### config.mk
export PLATFORM = sky130hd
export DESIGN_NAME = cond_unit
export DESIGN_NICKNAME = d
export VERILOG_FILES = /design/src/rtl/cc_pkg.sv /design/src/rtl/cond_eval.sv /design/src/rtl/flag_gen.sv /design/src/rtl/cond_unit.sv
export SDC_FILE = /design/constraint.sdc
export NUM_CORES = 1
export LEC_CHECK = 0
export CORE_MARGIN = 2
export CORE_UTILIZATION = 43
export DETAILED_ROUTE_END_ITERATION = 10
export PLACE_DENSITY = 0.85
export SYNTH_ARGS = -nofsm -noshare
export SYNTH_HDL_FRONTEND = slang
export SYNTH_HIERARCHICAL = 1
export SYNTH_SLANG_ARGS = --single-unit
### constraint.sdc
create_clock -name vclk -period 7
set_input_delay 1.75 -clock vclk [all_inputs]
set_output_delay 1.75 -clock vclk [all_outputs]
set_load 0.02 [all_outputs]
### src/rtl/cc_pkg.sv
package cc_pkg;
  localparam int NUM_CODES = 16;
  localparam int NUM_PAIRS = 7;

  typedef struct packed {
    logic n;
    logic z;
    logic c;
    logic v;
  } flags_t;
endpackage

### src/rtl/cond_eval.sv
module cond_eval
  import cc_pkg::*;
(
  input  logic [3:0] cond_i,
  input  flags_t     flags_i,
  output logic       pass_o
);
  logic [NUM_PAIRS-1:0] base;
  logic [NUM_CODES-1:0] pass_vec;

  // even code of each pair tests the predicate, odd code its inverse
  always_comb begin
    base[0] = flags_i.z;
    base[1] = flags_i.c;
    base[2] = flags_i.n;
    base[3] = flags_i.v;
    base[4] = flags_i.c & ~flags_i.z;
    base[5] = (flags_i.n == flags_i.v);
    base[6] = ~flags_i.z & (flags_i.n == flags_i.v);
  end

  for (genvar k = 0; k < NUM_PAIRS; k++) begin : g_pair
    assign pass_vec[2*k]   = base[k];
    assign pass_vec[2*k+1] = ~base[k];
  end

  assign pass_vec[NUM_CODES-2] = 1'b1;
  assign pass_vec[NUM_CODES-1] = 1'b0;

  assign pass_o = pass_vec[cond_i];
endmodule

### src/rtl/flag_gen.sv
module flag_gen
  import cc_pkg::*;
#(
  parameter int DATA_W = 32
) (
  input  logic [DATA_W-1:0] a_i,
  input  logic [DATA_W-1:0] b_i,
  input  logic              cin_i,
  input  logic              sub_i,
  output logic [DATA_W-1:0] res_o,
  output flags_t            flags_o
);
  localparam int SUM_W = DATA_W + 1;
  localparam int MSB   = DATA_W - 1;

  logic [DATA_W-1:0] b_eff;
  logic              c_eff;
  logic [SUM_W-1:0]  sum;

  assign b_eff = sub_i ? ~b_i : b_i;
  assign c_eff = sub_i ? 1'b1 : cin_i;
  assign sum   = {1'b0, a_i} + {1'b0, b_eff} + {{DATA_W{1'b0}}, c_eff};

  assign res_o     = sum[MSB:0];
  assign flags_o.n = sum[MSB];
  assign flags_o.z = (sum[MSB:0] == '0);
  assign flags_o.c = sum[DATA_W];
  assign flags_o.v = (a_i[MSB] == b_eff[MSB]) & (sum[MSB] != a_i[MSB]);
endmodule

### src/rtl/cond_unit.sv
module cond_unit
  import cc_pkg::*;
#(
  parameter int DATA_W = 32
) (
  input  logic [3:0]        cond_i,
  input  logic [3:0]        flags_i,
  output logic              pass_o,
  input  logic [DATA_W-1:0] op_a_i,
  input  logic [DATA_W-1:0] op_b_i,
  input  logic              carry_i,
  input  logic              sub_i,
  output logic [DATA_W-1:0] res_o,
  output logic [3:0]        flags_o
);
  flags_t fl_in;
  flags_t fl_out;

  assign fl_in   = flags_t'(flags_i);
  assign flags_o = fl_out;

  cond_eval u_eval (
    .cond_i  (cond_i),
    .flags_i (fl_in),
    .pass_o  (pass_o)
  );

  flag_gen #(.DATA_W(DATA_W)) u_fgen (
    .a_i     (op_a_i),
    .b_i     (op_b_i),
    .cin_i   (carry_i),
    .sub_i   (sub_i),
    .res_o   (res_o),
    .flags_o (fl_out)
  );
endmodule

=== Word level (Yosys, flattened, before mapping) ===
Cells that the tools add are included.

* Add/subtract/negate cells: 2
* Order comparisons: 1
* Equality and inequality tests: 3
* Multiplexer cells: 4
* Bitwise logic cells: 11
* Reduce and logical (&&, ||, !) cells: 1

{| class="wikitable"
|+ Operators with widths
! kind !! count
|-
| adder 32 x 32 -> 33 bit || 1
|-
| adder 33 x 1 -> 33 bit || 1
|-
| zero test 32 bit || 1
|-
| 2-to-1 mux 32 bit || 1
|-
| inverter 32 bit || 1
|-
| inverter 1 bit || 7
|-
| < comparator 4 x 5 -> 1 bit (second input constant) || 1
|-
| binary-select mux 1 bit (select 4 bit) || 1
|-
| AND 1 bit || 3
|-
| equality test 1 bit || 2
|-
| 2-to-1 mux 1 bit || 2
|-
| != test 1 bit || 1
|}

* Register bits: 0
* Input bits: 74
* Output and inout bits: 37
* Logic and storage cells: 22

=== Depth between registers and ports, before layout ===
Gate-level depths: netlist of the first run.

* Depth in word-level cells: 6
* Depth in mapped cells: 15
* Gate-level depth less buffers: 13

=== Cells and area by module ===
Netlist of the first run, hierarchy kept.

{| class="wikitable"
|+ By module, submodules not included
! module !! times used !! cells an instance !! area each (um^2) !! sequential area each (um^2)
|-
| flag_gen || 1 || 307 || 2174.6 || 0.0
|-
| cond_eval || 1 || 11 || 82.6 || 0.0
|}

=== Worst setup path after synthesis of the first run ===
OpenSTA, ideal clock, no wires.

* Path type: input port to output port
* From: input sub_i
* To: output flags_o[2]
* Data arrival time: 5.416 ns
* Data required time: 5.250 ns
* Slack: -0.166 ns
* Cell stages on the path: 15
* Path buffers: 2
* Cell sequence: clkbuf_1 > clkbuf_1 > xnor2_1 > fa_1 > fa_1 > nand2b_1 > a21o_1 > a32oi_1 > or4_4 > a41oi_2 > xnor2_1 > nor4_1 > and4b_1 > nand4b_1 > nor4_2

* Longest elaborated chain between the ends: 4
* Elaborated cells between the ends (all ways): 5
* Classes of those cells: add/sub: 2; mux: 2; reduce/logical: 1

{| class="wikitable"
|+ Ends and longest elaborated chain
! item !! line !! source
|-
| start, declared || cond_unit.sv:12 || <nowiki>input logic sub_i,</nowiki>
|-
| 2-to-1 mux 32 bit || flag_gen.sv:20 || <nowiki>assign b_eff = sub_i ? ~b_i : b_i;</nowiki>
|-
| adder 32 x 32 -> 33 bit || flag_gen.sv:22 || <nowiki>assign sum = {1'b0, a_i} + {1'b0, b_eff} + {{DATA_W{1'b0}}, c_eff};</nowiki>
|-
| adder 33 x 1 -> 33 bit (*) || flag_gen.sv:22 ||
|-
| via res_o[22] || cond_unit.sv:13 || <nowiki>output logic [DATA_W-1:0] res_o,</nowiki>
|-
| zero test 32 bit (*) || flag_gen.sv:26 || <nowiki>assign flags_o.z = (sum[MSB:0] == '0);</nowiki>
|-
| end, declared || cond_unit.sv:14 || <nowiki>output logic [3:0] flags_o</nowiki>
|}

Mark *: on every way through the listed nets, which the timed path passes. The rest lies on a longest branch.

=== Worst setup path after layout of the first run ===
* From: input op_a_i[0]
* To: output flags_o[2]

* Longest elaborated chain between the ends: 3

{| class="wikitable"
|+ Ends and longest elaborated chain
! item !! line !! source
|-
| start, declared || cond_unit.sv:9 || <nowiki>input logic [DATA_W-1:0] op_a_i,</nowiki>
|-
| adder 32 x 32 -> 33 bit || flag_gen.sv:22 ||
|-
| adder 33 x 1 -> 33 bit || flag_gen.sv:22 ||
|-
| zero test 32 bit || flag_gen.sv:26 ||
|}

No other way between the ends.

==> summary.txt, run 1 <==
Layout
  • Final core occ: 74.6%
  • Area Overhead vs Synth: 67.6%
  • Antenna diode instance count: 0
  • Layout cells sized above 1: 13.8%
  • Clock buffers: 0
  • Register area: 0 sq um
  • Fin nets: 567
  • Seq_cells: 0

Yosys
  • Synth warnings: 6
  • Unique masters post-synth: 50
  • Post-Syn Area per Cell: 7.10 sq um
  • Syn Nets: 425
  • Mapped Area: 0.00226 sq mm
  • Seq/Total Area, Yosys: 0%
  • Synth Instances: 318

Floorplanning
  • Top Ports: 111
  • Core ar.: 0.00507 sq mm
  • Die X: 76.5 microns
  • Die Y: 76.5 microns
  • Die ar.: 0.00584 sq mm
  • Row cnt: 26
  • Initial Utilization: 44.5%

Timing
  • Fmax achieved: 146 MHz
  • Worst Tran Pin Value: between 400 and 500 ps
  • Crit share post-route: 98.1%
  • Hold Vio Cnt, Final: 0
  • Max transition margin: a little under three quarters
  • Max-slew violation count: 0
  • Final setup violation count: 0
  • Tmin final: ~6900 ps
  • Final TNS setup: 0 ps

Place
  • # port buffers: 111
  • Half-perimeter wire length after placement: between 6000 and 7000 microns
  • GPL Wtd Cong: just under 1

Worst setup path
  • Crit start category: input pin
  • Critical path required time: 5250 ps
  • CP Class: in -> out
  • CP Max Fanout: 4
  • Worst path slowest cell: clkdlybuf4s50_1
  • Cell with the most instances on the worst path: buf_4
  • Crit-path cells: clkdlybuf4s50_1 > inv_1 > fa_2 > fa_2 > nand2b_1 > a21o_1 > a31o_4 > a21oi_2 > buf_4 > o31ai_1 > o21bai_1 > a21oi_2 > xnor2_1 > buf_4 > nor4_2 > buf_4
  • Critical path's largest stage delay: around 460 ps
  • CP Capture Type: output pin
  • Data arrival, critical path: between 5000 and 6000 ps

Global route
  • Antenna violations before repair: 0
  • Largest net degree at the start of global routing: 26
  • First-pass GRT wire length: 13100 microns
  • GR Overflow Total: 0
  • Total Routing Usage GR: between 20% and 30%
  • Vias in the first global route: 2938

Routing
  • Wirelength per Cell: 15.1 microns
  • DRT Wirelength: around 8000 microns
  • Routed vias/inst: 5.69
  • Initial DRC count: 188
  • Initial DRT Pass Iterations: 4
  • ANT nets after route: 0
  • DRC viols: 0
  • Routed vias: 3003

Min path
  • Hold Path Depth: 5
  • Hold Path Class: in -> out
  • Hold endpoint: res_o[0]
  • Min-delay src: op_b_i[0]

Job
  • Maxcap violations: 0

Power
  • Power per cell area: 178 mW/mm^2
  • Worst vdd ir: 141 uV
  • Leakage Power: 0.00163 uW

Status
  • Status: complete, no violations
==> final cells by class <==
| type | instances | area, sq um |
|---|---|---|
| tap | 70 | 87.6 |
| multi-input combinational | 293 | 2220 |
| fill | 407 | 1290 |
| inverter | 11 | 41.3 |
| timing repair buffer | 154 | 1440 |
==> worst max-delay path: cells and delay by family <==
kind / cells / cell delay, ps
XOR/XNOR: 1 / 150
adder cells (fa/ha/maj): 2 / 710
AND/OR/NAND/NOR: 2 / 440
buffers and inverters: 5 / 980
AO/OA/AOI/OAI: 6 / 1090
==> timing repair <==
action,CTS,global route
hold buffers,0,0
buffers inserted,1,1
pin swaps,1,4
gates resized for setup,11,11
setup endpoints to repair,7,11
==> worst max path at each step <==
stage	startpoint	endpoint	slack (ps)	cells past startpoint
finish	op_a_i[0]	flags_o[2]	130	16
global route	op_a_i[0]	flags_o[2]	-20	16
CTS	op_b_i[0]	flags_o[2]	-0.6	16
detailed placement	op_b_i[0]	flags_o[2]	-390	15
global placement	op_b_i[0]	flags_o[2]	-290	15
floorplan	sub_i	flags_o[2]	20	15
==> layout by cell type, fill, tap and decap left out, types with 3 or more instances in the layout <==
| master | netlist | layout |
|---|---|---|
| clkdlybuf4s50_1 | 0 | 105 |
| buf_4 | 1 | 43 |
| nor3_1 | 11 | 11 |
| nand2b_1 | 7 | 7 |
| nand4_1 | 5 | 5 |
| o21ai_0 | 12 | 12 |
| nor2b_1 | 6 | 6 |
| o211ai_1 | 5 | 5 |
| ha_1 | 31 | 31 |
| nand3_1 | 8 | 8 |
| dlygate4sd2_1 | 0 | 3 |
| xnor2_1 | 22 | 20 |
| nand2_1 | 17 | 17 |
| o21bai_1 | 3 | 3 |
| xor2_1 | 41 | 41 |
| a211oi_1 | 7 | 7 |
| mux2i_1 | 3 | 3 |
| a21oi_1 | 30 | 26 |
| nor2_1 | 25 | 25 |
| o21a_1 | 4 | 4 |
| a21oi_2 | 0 | 4 |
| and3_1 | 3 | 3 |
| inv_1 | 11 | 11 |
| a31oi_1 | 4 | 4 |
| and2_1 | 3 | 3 |
| a21o_1 | 8 | 8 |
| o21ai_1 | 6 | 5 |
==> synthesized netlist by cell type, types with 2 or more instances <==
cell type   n  share of area, %
inv_1      11               1.8
o21ai_0    12               2.7
xnor2_1    22               8.5
mux2i_1     3               1.3
nand3_1     8               1.8
o211ai_1    5               1.7
o2111ai_1   2              0.78
xor2_1     41                16
nand2b_1    7               1.9
or3_1       2              0.55
o21bai_1    3               1.0
nand2_1    17               2.8
and4_1      2              0.78
and3_1      3              0.83
a311oi_1    2              0.78
buf_1       2              0.33
o21a_1      4               1.3
and2_1      3              0.83
nor4_2      2               1.1
nand4_1     5               1.4
fa_1        2               1.8
a21o_1      8               2.7
a21oi_1    30               6.7
a211oi_1    7               2.3
nor3_1     11               2.4
buf_2       3              0.66
o21ai_1     6               1.3
a31oi_1     4               1.1
nor2b_1     6               1.7
a221oi_1    3               1.2
nor4_1      2              0.55
nor2_1     25               4.2
clkbuf_1    8               1.3
ha_1       31                17
==> report_power, final <==
part / internal (uW) / total, uW / leakage (uW) / switching [uW]
sequential: 0 / 0 / 0 / 0
clock: 0 / 0 / 0 / 0
combinational: 333 / 673 / 0.00163 / 339
total: 333 / 673 / 0.00163 / 339
==> kinds of logic after synthesis <==
| group | count (synthesis) | share of synthesized area (%) |
|---|---|---|
| AOI/OAI and AO/OA | 97 | 28.3 |
| xor gates and xnor gates | 63 | 24.4 |
| adders and majority gates | 33 | 19.0 |
| buffers and inverters | 25 | 4.49 |
| muxes | 3 | 1.33 |
| and+or+nand+nor | 97 | 22.5 |
==> metal layers <==
metal	up-vias	global-route usage, %	part of all wire, %
met5	-	0	0
met4	0	5.64	2.4
met3	22	2.84	7.4
met2	149	50.4	51
met1	1381	30.2	40
li1	1451	-	-
==> stage by stage <==
step	cell area (sq um)	total power [uW]	worst slack, ps	instances	hold WS (ps)
finish	3780	673	133	528	4560
global route	3780	717	-21.3	528	4590
CTS	3720	658	-0.645	527	4560
detailed placement	3710	652	-392	526	4550
global placement	3710	640	-290	526	4520
floorplan	2260	347	23.9	318	3640
(Power assumes the default switching activity.)
==> run 2: changes to the inputs <==
--- a/config.mk
+++ b/config.mk
@@ -8,7 +8,7 @@
 export CORE_MARGIN = 2
 export CORE_UTILIZATION = 43
 export DETAILED_ROUTE_END_ITERATION = 10
-export PLACE_DENSITY = 0.85
+export PLACE_DENSITY = 0.83
 export SYNTH_ARGS = -nofsm -noshare
 export SYNTH_HDL_FRONTEND = slang
 export SYNTH_HIERARCHICAL = 1
==> summary.txt, run 2 (synthesis gave the netlist of run 1 again) <==
Layout
  • Layout cells sized above 1: 18.3% (+4.5 points)
  • Register area: 0 sq um (unchanged)
  • Seq_cells: 0 (unchanged)
  • Most frequent cells in the layout: clkdlybuf4s50_1, buf_4, xor2_1
  • Multi-input logic area: 0.00223 sq mm (+0.51%)
  • Commonest non-fill, non-tap cell in the layout: clkdlybuf4s50_1
  • Clock buffers: 0 (unchanged)
  • Area Overhead vs Synth: 75.9%
  • Antenna diode instance count: 0 (unchanged)
  • Fillers: 377 (-7.4%)
  • Design Area, Final: 0.00397 sq mm (+4.9%)
  • Fin nets: 591 (+4.2%)

Timing
  • Tmin final: 6900 ps (+32.4 ps)
  • Crit share post-route: 98.6% (+0.46 points)
  • Max transition margin: 71.6% (+0.23 points)
  • Hold Vio Cnt, Final: 0 (unchanged)
  • Worst Tran Pin Value: 424 ps (-3.41 ps)
  • Final setup violation count: 0 (unchanged)
  • Fmax achieved: 145 MHz (-0.47%)
  • Max-slew violation count: 0 (unchanged)

Floorplanning
  • Die ar.: 0.00584 sq mm (unchanged)
  • Row cnt: 26 (unchanged)
  • Die Y: 76.5 microns (unchanged)
  • Die X: 76.5 microns (unchanged)
  • Initial Utilization: 44.5% (unchanged)
  • Core ar.: 0.00507 sq mm (unchanged)
  • Top Ports: 111 (unchanged)

Min path
  • Hold Path Class: in -> out

Worst setup path
  • CP bufs+invs: 4 (-1)
  • CP Capture Type: output pin
  • Worst path slowest cell: clkdlybuf4s50_1
  • Data arrival, critical path: 5150 ps (+30 ps)
  • Crit-path cells: clkdlybuf4s50_1 > xor2_1 > buf_4 > ha_1 > nand2b_1 > a21oi_1 > o211ai_1 > a21oi_2 > nor2_1 > o21ai_1 > a221oi_2 > xnor2_1 > buf_4 > clkdlybuf4s50_1
  • Crit start category: input pin
  • Largest delay share family, worst path: buffers and inverters
  • CP Class: in -> out
  • Critical path's largest stage delay: 590 ps (+130 ps)
  • CP Max Fanout: 4 (unchanged)
  • Critical path required time: 5250 ps (about the same)

Power
  • Total power: 703 uW (+4.5%)
  • Worst vdd ir: 150 uV (+6.4%)
  • Leakage Power: 0.00177 uW (+8.6%)
  • Power per cell area: 177 mW/mm^2 (-0.42%)

Place
  • GPL Wtd Cong: 0.968 (about the same)
  • Half-perimeter wire length after placement: 7010 microns (+6.0%)
  • # port buffers: 111 (unchanged)
  • Cell Area, Placed: 0.00387 sq mm (+4.3%)

Routing
  • Routed vias: 3101 (+3.3%)
  • ANT nets after route: 0 (unchanged)
  • DRT Wirelength: 8310 microns (+4.0%)
  • Routed vias/inst: 5.62 (-1.2%)
  • DRC viols: 0 (unchanged)
  • Initial DRC count: 217 (+15%)
  • Initial DRT Pass Iterations: 5 (+1)
  • Wirelength per Cell: 15.1 microns (-0.50%)

Global route
  • M2 GR Usage: 54.0% (+3.6 points)
  • GR Overflow Total: 0 (unchanged)
  • Total Routing Usage GR: 26.6% (+0.64 points)
  • Global-route layer with the greatest usage: met2
  • Antenna violations before repair: 0 (unchanged)
  • Met1 usage: 28.9% (-1.3 points)
  • Met3 Resource Use GR: 3.20% (+0.36 points)
  • First-pass GRT wire length: 13400 microns (+2.5%)
  • Vias in the first global route: 3154 (+7.4%)
  • Largest net degree at the start of global routing: 17 (-35%)

Clock network
  • Post-CTS Hold Buffers: 0 (unchanged)

Status
  • Status: complete, no violations

Job
  • Maxcap violations: 0 (unchanged)
## run 2: repair_timing
| item | in CTS | in global routing |
|---|---|---|
| pin swaps | 2 | 12 |
| setup endpoints to repair | 5 | 10 |
| resized for setup | 10 | 18 |
| buffers inserted | 1 | 2 |
## run 2: stage by stage
step | TNS [ps] | cells | hold slack [ps] | worst slack, ps | util (%)
finish | 0 | 552 | 4460 | 100 | 78.2
global route | -108 | 552 | 4490 | -58.0 | 78.2
CTS | 0 | 550 | 4540 | 4.48 | 76.4
detailed placement | -1040 | 549 | 4560 | -486 | 76.3
global placement | -464 | 549 | 4540 | -302 | 76.3
floorplan | 0 | 318 | 3640 | 23.9 | -
## run 2: where the power goes
| part | leakage [uW] | switching (uW) | internal, uW | total [uW] |
|---|---|---|---|---|
| logic | 0.00177 | 348 | 355 | 703 |
| clock network | 0 | 0 | 0 | 0 |
| registers | 0 | 0 | 0 | 0 |
## run 2: cell type report
cell class         count  share of cell area, %
multi-input cells    293                   56.1
well taps             70                   2.21
repair buffers       178                   40.6
inverters             11                   1.04
## run 2: final timing paths
check | start | to | slack, ps | cells past startpoint
max | op_b_i[1] | flags_o[3] | 100 | 14
min | op_a_i[0] | res_o[0] | 4460 | 5
## run 2: routing by layer
| metal | vias up | routed length, microns | part of all wire (%) |
|---|---|---|---|
| met5 | - | 0 | 0 |
| met2 | 162 | 4320 | 52 |
| met3 | 22 | 653 | 7.9 |
| met4 | 0 | 123 | 1.5 |
| met1 | 1418 | 3210 | 39 |
| li1 | 1499 | - | - |
